### src/rtl/exc_entry_pkg.sv
package exc_entry_pkg;

  localparam int SR_MD_BIT    = 30;
  localparam int SR_RB_BIT    = 29;
  localparam int SR_BL_BIT    = 28;
  localparam int SR_FD_BIT    = 15;
  localparam int SR_IMASK_LSB = 4;

  localparam int CODE_RESET     = 'h000;
  localparam int CODE_MANUAL    = 'h020;
  localparam int CODE_MULTIHIT  = 'h140;
  localparam int CODE_TLB_RD    = 'h040;
  localparam int CODE_TLB_WR    = 'h060;
  localparam int CODE_TRAP      = 'h160;
  localparam int CODE_BL_EXEMPT = 'h1E0;

  localparam int OFS_GENERAL = 'h100;
  localparam int OFS_TLBMISS = 'h400;
  localparam int OFS_IRQ     = 'h600;
  localparam longint RESET_HANDLER = 64'hA000_0000;

  typedef enum logic [1:0] {
    ENTRY_NONE = 2'd0,
    ENTRY_EXC  = 2'd1,
    ENTRY_IRQ  = 2'd2
  } entry_kind_e;

endpackage

### src/rtl/exc_entry_arbiter.sv
module exc_entry_arbiter
  import exc_entry_pkg::*;
#(
  parameter int CODE_W = 12,
  parameter int LVL_W  = 4
) (
  input  logic              exc_valid,
  input  logic [CODE_W-1:0] exc_code,
  input  logic              irq_req,
  input  logic              irq_pend,
  input  logic [LVL_W-1:0]  irq_level,
  input  logic [LVL_W-1:0]  imask,
  input  logic              blocked,
  input  logic              sleeping,
  output entry_kind_e       kind,
  output logic [CODE_W-1:0] eff_code
);

  logic irq_masked_by_bl;
  logic irq_level_ok;
  logic irq_wins;

  // Exceptions take precedence; interrupts considered only when none pending.
  assign irq_masked_by_bl = blocked && !sleeping;
  assign irq_level_ok     = irq_pend && (irq_level > imask);
  assign irq_wins         = irq_req && !exc_valid && irq_level_ok && !irq_masked_by_bl;

  always_comb begin
    if (exc_valid)     kind = ENTRY_EXC;
    else if (irq_wins) kind = ENTRY_IRQ;
    else               kind = ENTRY_NONE;
  end

  // While blocked, every code except the exempt one is forced to reset.
  assign eff_code = (blocked && exc_code != CODE_W'(CODE_BL_EXEMPT))
                    ? CODE_W'(CODE_RESET) : exc_code;

endmodule

### src/rtl/exc_entry_target.sv
module exc_entry_target
  import exc_entry_pkg::*;
#(
  parameter int XLEN   = 32,
  parameter int CODE_W = 12,
  parameter int LVL_W  = 4
) (
  input  entry_kind_e       kind,
  input  logic [CODE_W-1:0] code,
  input  logic [XLEN-1:0]   sr_cur,
  input  logic [XLEN-1:0]   pc,
  input  logic [XLEN-1:0]   vbr,
  input  logic              in_dslot,
  output logic [XLEN-1:0]   new_pc,
  output logic [XLEN-1:0]   new_sr,
  output logic [XLEN-1:0]   saved_pc
);

  localparam logic [XLEN-1:0] INSN_BYTES = XLEN'(2);

  function automatic logic is_reset_class(input logic [CODE_W-1:0] c);
    return (c == CODE_W'(CODE_RESET)) || (c == CODE_W'(CODE_MANUAL)) ||
           (c == CODE_W'(CODE_MULTIHIT));
  endfunction

  function automatic logic is_tlb_miss(input logic [CODE_W-1:0] c);
    return (c == CODE_W'(CODE_TLB_RD)) || (c == CODE_W'(CODE_TLB_WR));
  endfunction

  function automatic logic [XLEN-1:0] handler_pc(input entry_kind_e k,
                                                 input logic [CODE_W-1:0] c,
                                                 input logic [XLEN-1:0] base);
    if (k == ENTRY_IRQ)     return base + XLEN'(OFS_IRQ);
    if (is_reset_class(c))  return XLEN'(RESET_HANDLER);
    if (is_tlb_miss(c))     return base + XLEN'(OFS_TLBMISS);
    return base + XLEN'(OFS_GENERAL);
  endfunction

  function automatic logic [XLEN-1:0] resume_pc(input entry_kind_e k,
                                                input logic [CODE_W-1:0] c,
                                                input logic [XLEN-1:0] p,
                                                input logic ds);
    logic [XLEN-1:0] r;
    r = ds ? (p - INSN_BYTES) : p;
    if (k == ENTRY_EXC && c == CODE_W'(CODE_TRAP)) r = r + INSN_BYTES;
    return r;
  endfunction

  always_comb begin
    new_sr = sr_cur;
    new_sr[SR_BL_BIT] = 1'b1;
    new_sr[SR_MD_BIT] = 1'b1;
    new_sr[SR_RB_BIT] = 1'b1;
    if (kind == ENTRY_EXC && is_reset_class(code)) begin
      new_sr[SR_FD_BIT] = 1'b0;
      new_sr[SR_IMASK_LSB +: LVL_W] = '1;
    end
  end

  assign new_pc   = handler_pc(kind, code, vbr);
  assign saved_pc = resume_pc(kind, code, pc, in_dslot);

endmodule

### src/rtl/exc_entry_seq.sv
module exc_entry_seq
  import exc_entry_pkg::*;
#(
  parameter int XLEN   = 32,
  parameter int CODE_W = 12,
  parameter int LVL_W  = 4
) (
  input  logic              clk,
  input  logic              rst_n,
  input  logic              take_i,
  input  logic              exc_valid_i,
  input  logic [CODE_W-1:0] exc_code_i,
  input  logic              irq_req_i,
  input  logic              irq_pend_i,
  input  logic [CODE_W-1:0] irq_vector_i,
  input  logic [LVL_W-1:0]  irq_level_i,
  input  logic [XLEN-1:0]   pc_i,
  input  logic [XLEN-1:0]   r15_i,
  input  logic [XLEN-1:0]   vbr_i,
  input  logic              sleeping_i,
  input  logic              in_dslot_i,
  input  logic              sr_wr_i,
  input  logic [XLEN-1:0]   sr_wr_data_i,
  output logic [XLEN-1:0]   sr_o,
  output logic [XLEN-1:0]   ssr_o,
  output logic [XLEN-1:0]   spc_o,
  output logic [XLEN-1:0]   sgr_o,
  output logic [CODE_W-1:0] expevt_o,
  output logic [CODE_W-1:0] intevt_o,
  output logic [XLEN-1:0]   pc_o,
  output logic              done_o,
  output logic              sleep_clr_o,
  output logic              ds_clr_o
);

  localparam logic [XLEN-1:0] SR_RESET =
    (XLEN'(1) << SR_BL_BIT) | (XLEN'(1) << SR_MD_BIT) |
    (XLEN'((1 << LVL_W) - 1) << SR_IMASK_LSB);

  logic [XLEN-1:0]   sr_q, ssr_q, spc_q, sgr_q, pc_q;
  logic [CODE_W-1:0] expevt_q, intevt_q;
  logic              done_q, sleep_clr_q, ds_clr_q, took_irq_q;

  entry_kind_e       arb_kind;
  logic [CODE_W-1:0] arb_code;
  logic [XLEN-1:0]   tgt_pc, tgt_sr, tgt_spc;
  logic              entry_fire;
  logic [LVL_W-1:0]  cur_imask;

  assign cur_imask = sr_q[SR_IMASK_LSB +: LVL_W];

  exc_entry_arbiter #(.CODE_W(CODE_W), .LVL_W(LVL_W)) arb_i (
    .exc_valid (exc_valid_i),
    .exc_code  (exc_code_i),
    .irq_req   (irq_req_i),
    .irq_pend  (irq_pend_i),
    .irq_level (irq_level_i),
    .imask     (cur_imask),
    .blocked   (sr_q[SR_BL_BIT]),
    .sleeping  (sleeping_i),
    .kind      (arb_kind),
    .eff_code  (arb_code)
  );

  exc_entry_target #(.XLEN(XLEN), .CODE_W(CODE_W), .LVL_W(LVL_W)) tgt_i (
    .kind     (arb_kind),
    .code     (arb_code),
    .sr_cur   (sr_q),
    .pc       (pc_i),
    .vbr      (vbr_i),
    .in_dslot (in_dslot_i),
    .new_pc   (tgt_pc),
    .new_sr   (tgt_sr),
    .saved_pc (tgt_spc)
  );

  assign entry_fire = take_i && (arb_kind != ENTRY_NONE);

  always_ff @(posedge clk) begin
    if (!rst_n) begin
      sr_q        <= SR_RESET;
      ssr_q       <= '0;
      spc_q       <= '0;
      sgr_q       <= '0;
      pc_q        <= '0;
      expevt_q    <= '0;
      intevt_q    <= '0;
      done_q      <= 1'b0;
      sleep_clr_q <= 1'b0;
      ds_clr_q    <= 1'b0;
      took_irq_q  <= 1'b0;
    end else begin
      done_q      <= entry_fire;
      sleep_clr_q <= entry_fire;
      ds_clr_q    <= entry_fire && in_dslot_i;
      took_irq_q  <= entry_fire && (arb_kind == ENTRY_IRQ);
      if (entry_fire) begin
        ssr_q <= sr_q;
        spc_q <= tgt_spc;
        sgr_q <= r15_i;
        sr_q  <= tgt_sr;
        pc_q  <= tgt_pc;
        if (arb_kind == ENTRY_EXC) expevt_q <= arb_code;
        else                       intevt_q <= irq_vector_i;
      end else if (sr_wr_i) begin
        sr_q <= sr_wr_data_i;
      end
    end
  end

  assign sr_o        = sr_q;
  assign ssr_o       = ssr_q;
  assign spc_o       = spc_q;
  assign sgr_o       = sgr_q;
  assign expevt_o    = expevt_q;
  assign intevt_o    = intevt_q;
  assign pc_o        = pc_q;
  assign done_o      = done_q;
  assign sleep_clr_o = sleep_clr_q;
  assign ds_clr_o    = ds_clr_q;

  assert_done_follows_take_R11: assert property (@(posedge clk) disable iff (!rst_n)
    done_o |-> $past(take_i));

  assert_idle_no_change_R11: assert property (@(posedge clk) disable iff (!rst_n)
    (!take_i && !sr_wr_i) |=> ($stable(sr_o) && $stable(ssr_o) && $stable(spc_o) &&
                               $stable(pc_o) && $stable(expevt_o) && $stable(intevt_o)));

  assert_entry_sets_ctrl_R5: assert property (@(posedge clk) disable iff (!rst_n)
    done_o |-> (sr_o[SR_BL_BIT] && sr_o[SR_MD_BIT] && sr_o[SR_RB_BIT] && sleep_clr_o));

  assert_irq_above_mask_R4: assert property (@(posedge clk) disable iff (!rst_n)
    took_irq_q |-> ($past(irq_level_i) > ssr_o[SR_IMASK_LSB +: LVL_W]));

  assert_exc_beats_irq_R1: assert property (@(posedge clk) disable iff (!rst_n)
    (done_o && $past(exc_valid_i)) |-> !took_irq_q);

  assert_blocked_to_reset_R2: assert property (@(posedge clk) disable iff (!rst_n)
    (done_o && $past(exc_valid_i) && ssr_o[SR_BL_BIT] &&
     $past(exc_code_i) != CODE_W'(CODE_BL_EXEMPT))
    |-> (expevt_o == '0 && pc_o == XLEN'(RESET_HANDLER)));

endmodule

### config.mk
export PLATFORM = sky130hd
export DESIGN_NAME = exc_entry_seq
export DESIGN_NICKNAME = d
export VERILOG_FILES = /design/src/rtl/exc_entry_pkg.sv /design/src/rtl/exc_entry_arbiter.sv /design/src/rtl/exc_entry_target.sv /design/src/rtl/exc_entry_seq.sv
export SDC_FILE = /design/constraint.sdc
export NUM_CORES = 1
export LEC_CHECK = 0
export ABC_AREA = 1
export BUFFER_PORTS_ARGS = -buffer_cell sky130_fd_sc_hd__buf_4
export CORE_MARGIN = 3
export CORE_UTILIZATION = 51
export CTS_CLUSTER_DIAMETER = 30
export CTS_CLUSTER_SIZE = 10
export DETAILED_ROUTE_END_ITERATION = 10
export PLACE_DENSITY = 0.84
export SLEW_MARGIN = 30
export SYNTH_ARGS = -nofsm -noshare
export SYNTH_HDL_FRONTEND = slang
export SYNTH_SLANG_ARGS = --single-unit
export TNS_END_PERCENT = 20
### constraint.sdc
create_clock -name clk -period 2.6 [get_ports clk]
set_input_delay 0.26 -clock clk [delete_from_list [all_inputs] [get_ports clk]]
set_output_delay 0.26 -clock clk [all_outputs]
set_load 0.02 [all_outputs]
==> impl_metrics.ini <==
[cells_and_area]
utilization_pct = 71.5
layout.area.seq_um2 = 3720
areaGrowthSynthToFinish_pct = 36.4
multi_input_area_um2 = 5340
fill_cells = 1607
antenna_cells = 0
design_area_um2 = 13500
drive_gt1_share_pct = 26.4
nets = 1998

[placed_design]
gp_congestion = 0.989
dpl_cell_area_um2 = 12900
post-dp-hpwl_um = 30300
portBuffers = 351

[logic_synthesis]
ys_seq_elements = 186
ys.flop_type = dfxtp_1
synth.distinct_cells = 45
yosys.area.top_type_share_pct = 37.6
seq_area_frac_synth_pct = 37.6
synth_top_area_cell = dfxtp_1
synth_edf_count = 0
synth_most_common_cell = nand2_1
synth_area_um2 = 9900
synthCells = 1477
syn_nets = 1653
async_reset_ff_share_pct = 0
syn_avg_cell_area_um2 = 6.71
ys_top_cells_by_area = dfxtp_1, nand2_1, nand3_1
yosys_warnings = 0
synthTopCellsByCount = nand2_1, dfxtp_1, inv_1, nand3_1

[clock_network]
h-tree-depth = 4
cts_setup_buffers = 0
cts_sinks = 186
cts_buffer_depth = 2
clkTransAtPathRegs_ps = 80
cts_hold_buf = 0
clock-root-buffer = clkbuf_16
post_cts_resize_count = 0
clkLatencyLatePin_ps = 440
cts_buffers = 17
cts_tree = built

[sta]
min_period_ps = 2410
final_hold_viol_count = 0
holdWs_ps = 42.6
fmax_mhz = 415
rsz0062_at_grt = no
drv_slew = 0
maxSlewHeadroom_pct = 60.4
fin_setup_tns_ps = 0
setup_violations = 0
finalClockSkew_ps = 11.8
worstMarginPinSlew_ps = 594
finalCritPeriodShare_pct = 92.8

[outcome]
status = complete, no violations

[global_route]
gr-total-overflow = 0
gr-usage-all-layers_pct = 34.8
grt_pass1_wl_um = 58900
grt_pass1_vias = 10541
grt_max_degree = 108
antenna_found_initial = 1

[die]
coreArea_um2 = 18900
start_util_pct = 52.4
rows = 50
die_width_um = 145
ios = 352
die_area_um2 = 21100
die_y_um = 145

[worst_setup_path]
worstSetupEndpointType = flip-flop
rr_worst_depth = 14
worstPathArrival_ps = 2730
cp-startpoint = sr_o[5]
r2r_start = sr_o[5]
crit_path_start_kind = flip-flop
crit_required_ps = 2910
worstSetupPathType = reg2reg
r2r-end = intevt_o[0]
reg2reg_setup_slack_ps = 190
crit_path_max_fanout = 17
worstSetupEndpoint = intevt_o[0]

[routing]
wirelength_um = 38200
avgRoutedWirePerCell_um = 18.3
dr.pass1.iters = 5
drc_errors = 0
ant_nets = 0
vias = 11355
drt_iter0_drc = 992
viasPerCell = 5.42

[power]
pwr_density_cell_nw_per_um2 = 548
ir_worst_vdd_v = 0.000483
total_leakage_power_nw = 6.56
p_total_w = 0.00740

[flow_run]
cap_viol_max_count = 0

[hold_path]
worstHoldPathType = in2reg
-- final cells by class --
| cell class | count | area share [%] |
|---|---|---|
| multi-input cells | 1075 | 39.5 |
| flip-flops and latches | 186 | 27.6 |
| clock inverters | 15 | 1.63 |
| well taps | 260 | 2.41 |
| inverters | 163 | 4.56 |
| repair buffers | 379 | 21.2 |
| clock buffers | 17 | 3.15 |
-- layer usage --
metal / global-route usage [%] / share of wire (%) / wire [µm] / vias to the layer above
met4: 11.3 / 3.7 / 1400 / 2
met5: 0 / 0.026 / 10 / -
met1: 43.6 / 40 / 15400 / 5236
li1: - / - / - / 5504
met3: 9.28 / 9.2 / 3520 / 89
met2: 58.7 / 47 / 17900 / 524
-- stage by stage --
| stage | setup WS (ps) | cells |
|---|---|---|
| 6_report | 188 | 2095 |
| 5_1_grt | 4.43 | 2095 |
| 4_1_cts | 134 | 2095 |
| 3_5_place_dp | 131 | 2063 |
| 3_3_place_gp | 223 | 2063 |
| 2_1_floorplan | 331 | 1477 |
-- kinds of logic after synthesis --
kind of cell	count (synthesis)	share of synthesized area, %
xor gates and xnor gates	25	2.48
AOI/OAI and AO/OA	264	15.3
DFF	186	37.6
and+or+nand+nor	775	34.6
adders and majority gates	11	1.39
buffers and inverters	216	8.63
-- placed cells by master, fill, tap and decap left out, types with 3 or more instances in the layout --
cell,Yosys,routed
nor4_1,4,4
clkinv_8,0,6
o211ai_1,7,7
buf_4,4,378
a21oi_1,73,73
inv_2,14,13
inv_1,147,147
nand3b_1,8,8
o21ai_0,115,115
xor2_1,19,19
a22o_1,37,37
nor3_1,21,21
nand3_2,4,4
nor2_2,17,16
nor2_1,115,114
dfxtp_1,186,186
inv_6,0,3
nand3_1,121,121
nand4_1,22,22
nand2_1,430,430
nor2_4,12,14
o21ai_1,19,19
ha_1,11,11
clkbuf_16,0,17
nand2_2,14,14
inv_12,0,4
xnor2_1,4,4
-- worst max-delay path: stages (launching register included) --
cell and delay [ps]:
dfxtp_1 380, inv_1 80, ha_1 270, inv_1 40
nor2_1 90, nor2_1 40, o21ai_0 210, nand2_2 110
inv_2 100, o21ai_2 90, inv_2 100, buf_4 230
nand2_1 320, nand2_1 160, a21oi_1 70
-- sequential cells by signal, summed over array words and instances (netlist names) --
| name | flops |
|---|---|
| sleep_clr_o | 1 |
| pc_o | 32 |
| sr_o | 32 |
| ssr_o | 32 |
| ds_clr_o | 1 |
| expevt_o | 12 |
| spc_o | 32 |
| intevt_o | 12 |
| sgr_o | 32 |
-- how the worst min path moves through the flow --
stage,endpoint,startpoint,depth (start not counted)
after floorplan,sgr_o[0],r15_i[0],1
after global placement,spc_o[5],spc_o[5],1
after detailed placement,pc_o[18],pc_o[18],2
after CTS,sgr_o[20],r15_i[20],2
after global routing,sgr_o[7],r15_i[7],2
final,sgr_o[20],r15_i[20],2
-- power breakdown --
group / internal [W] / switching (W)
Combinational: 0.000578 / 0.000908
Sequential: 0.00300 / 0.0000959
Clock: 0.00136 / 0.00146
Note: power is estimated with default switching activity, not from simulation.
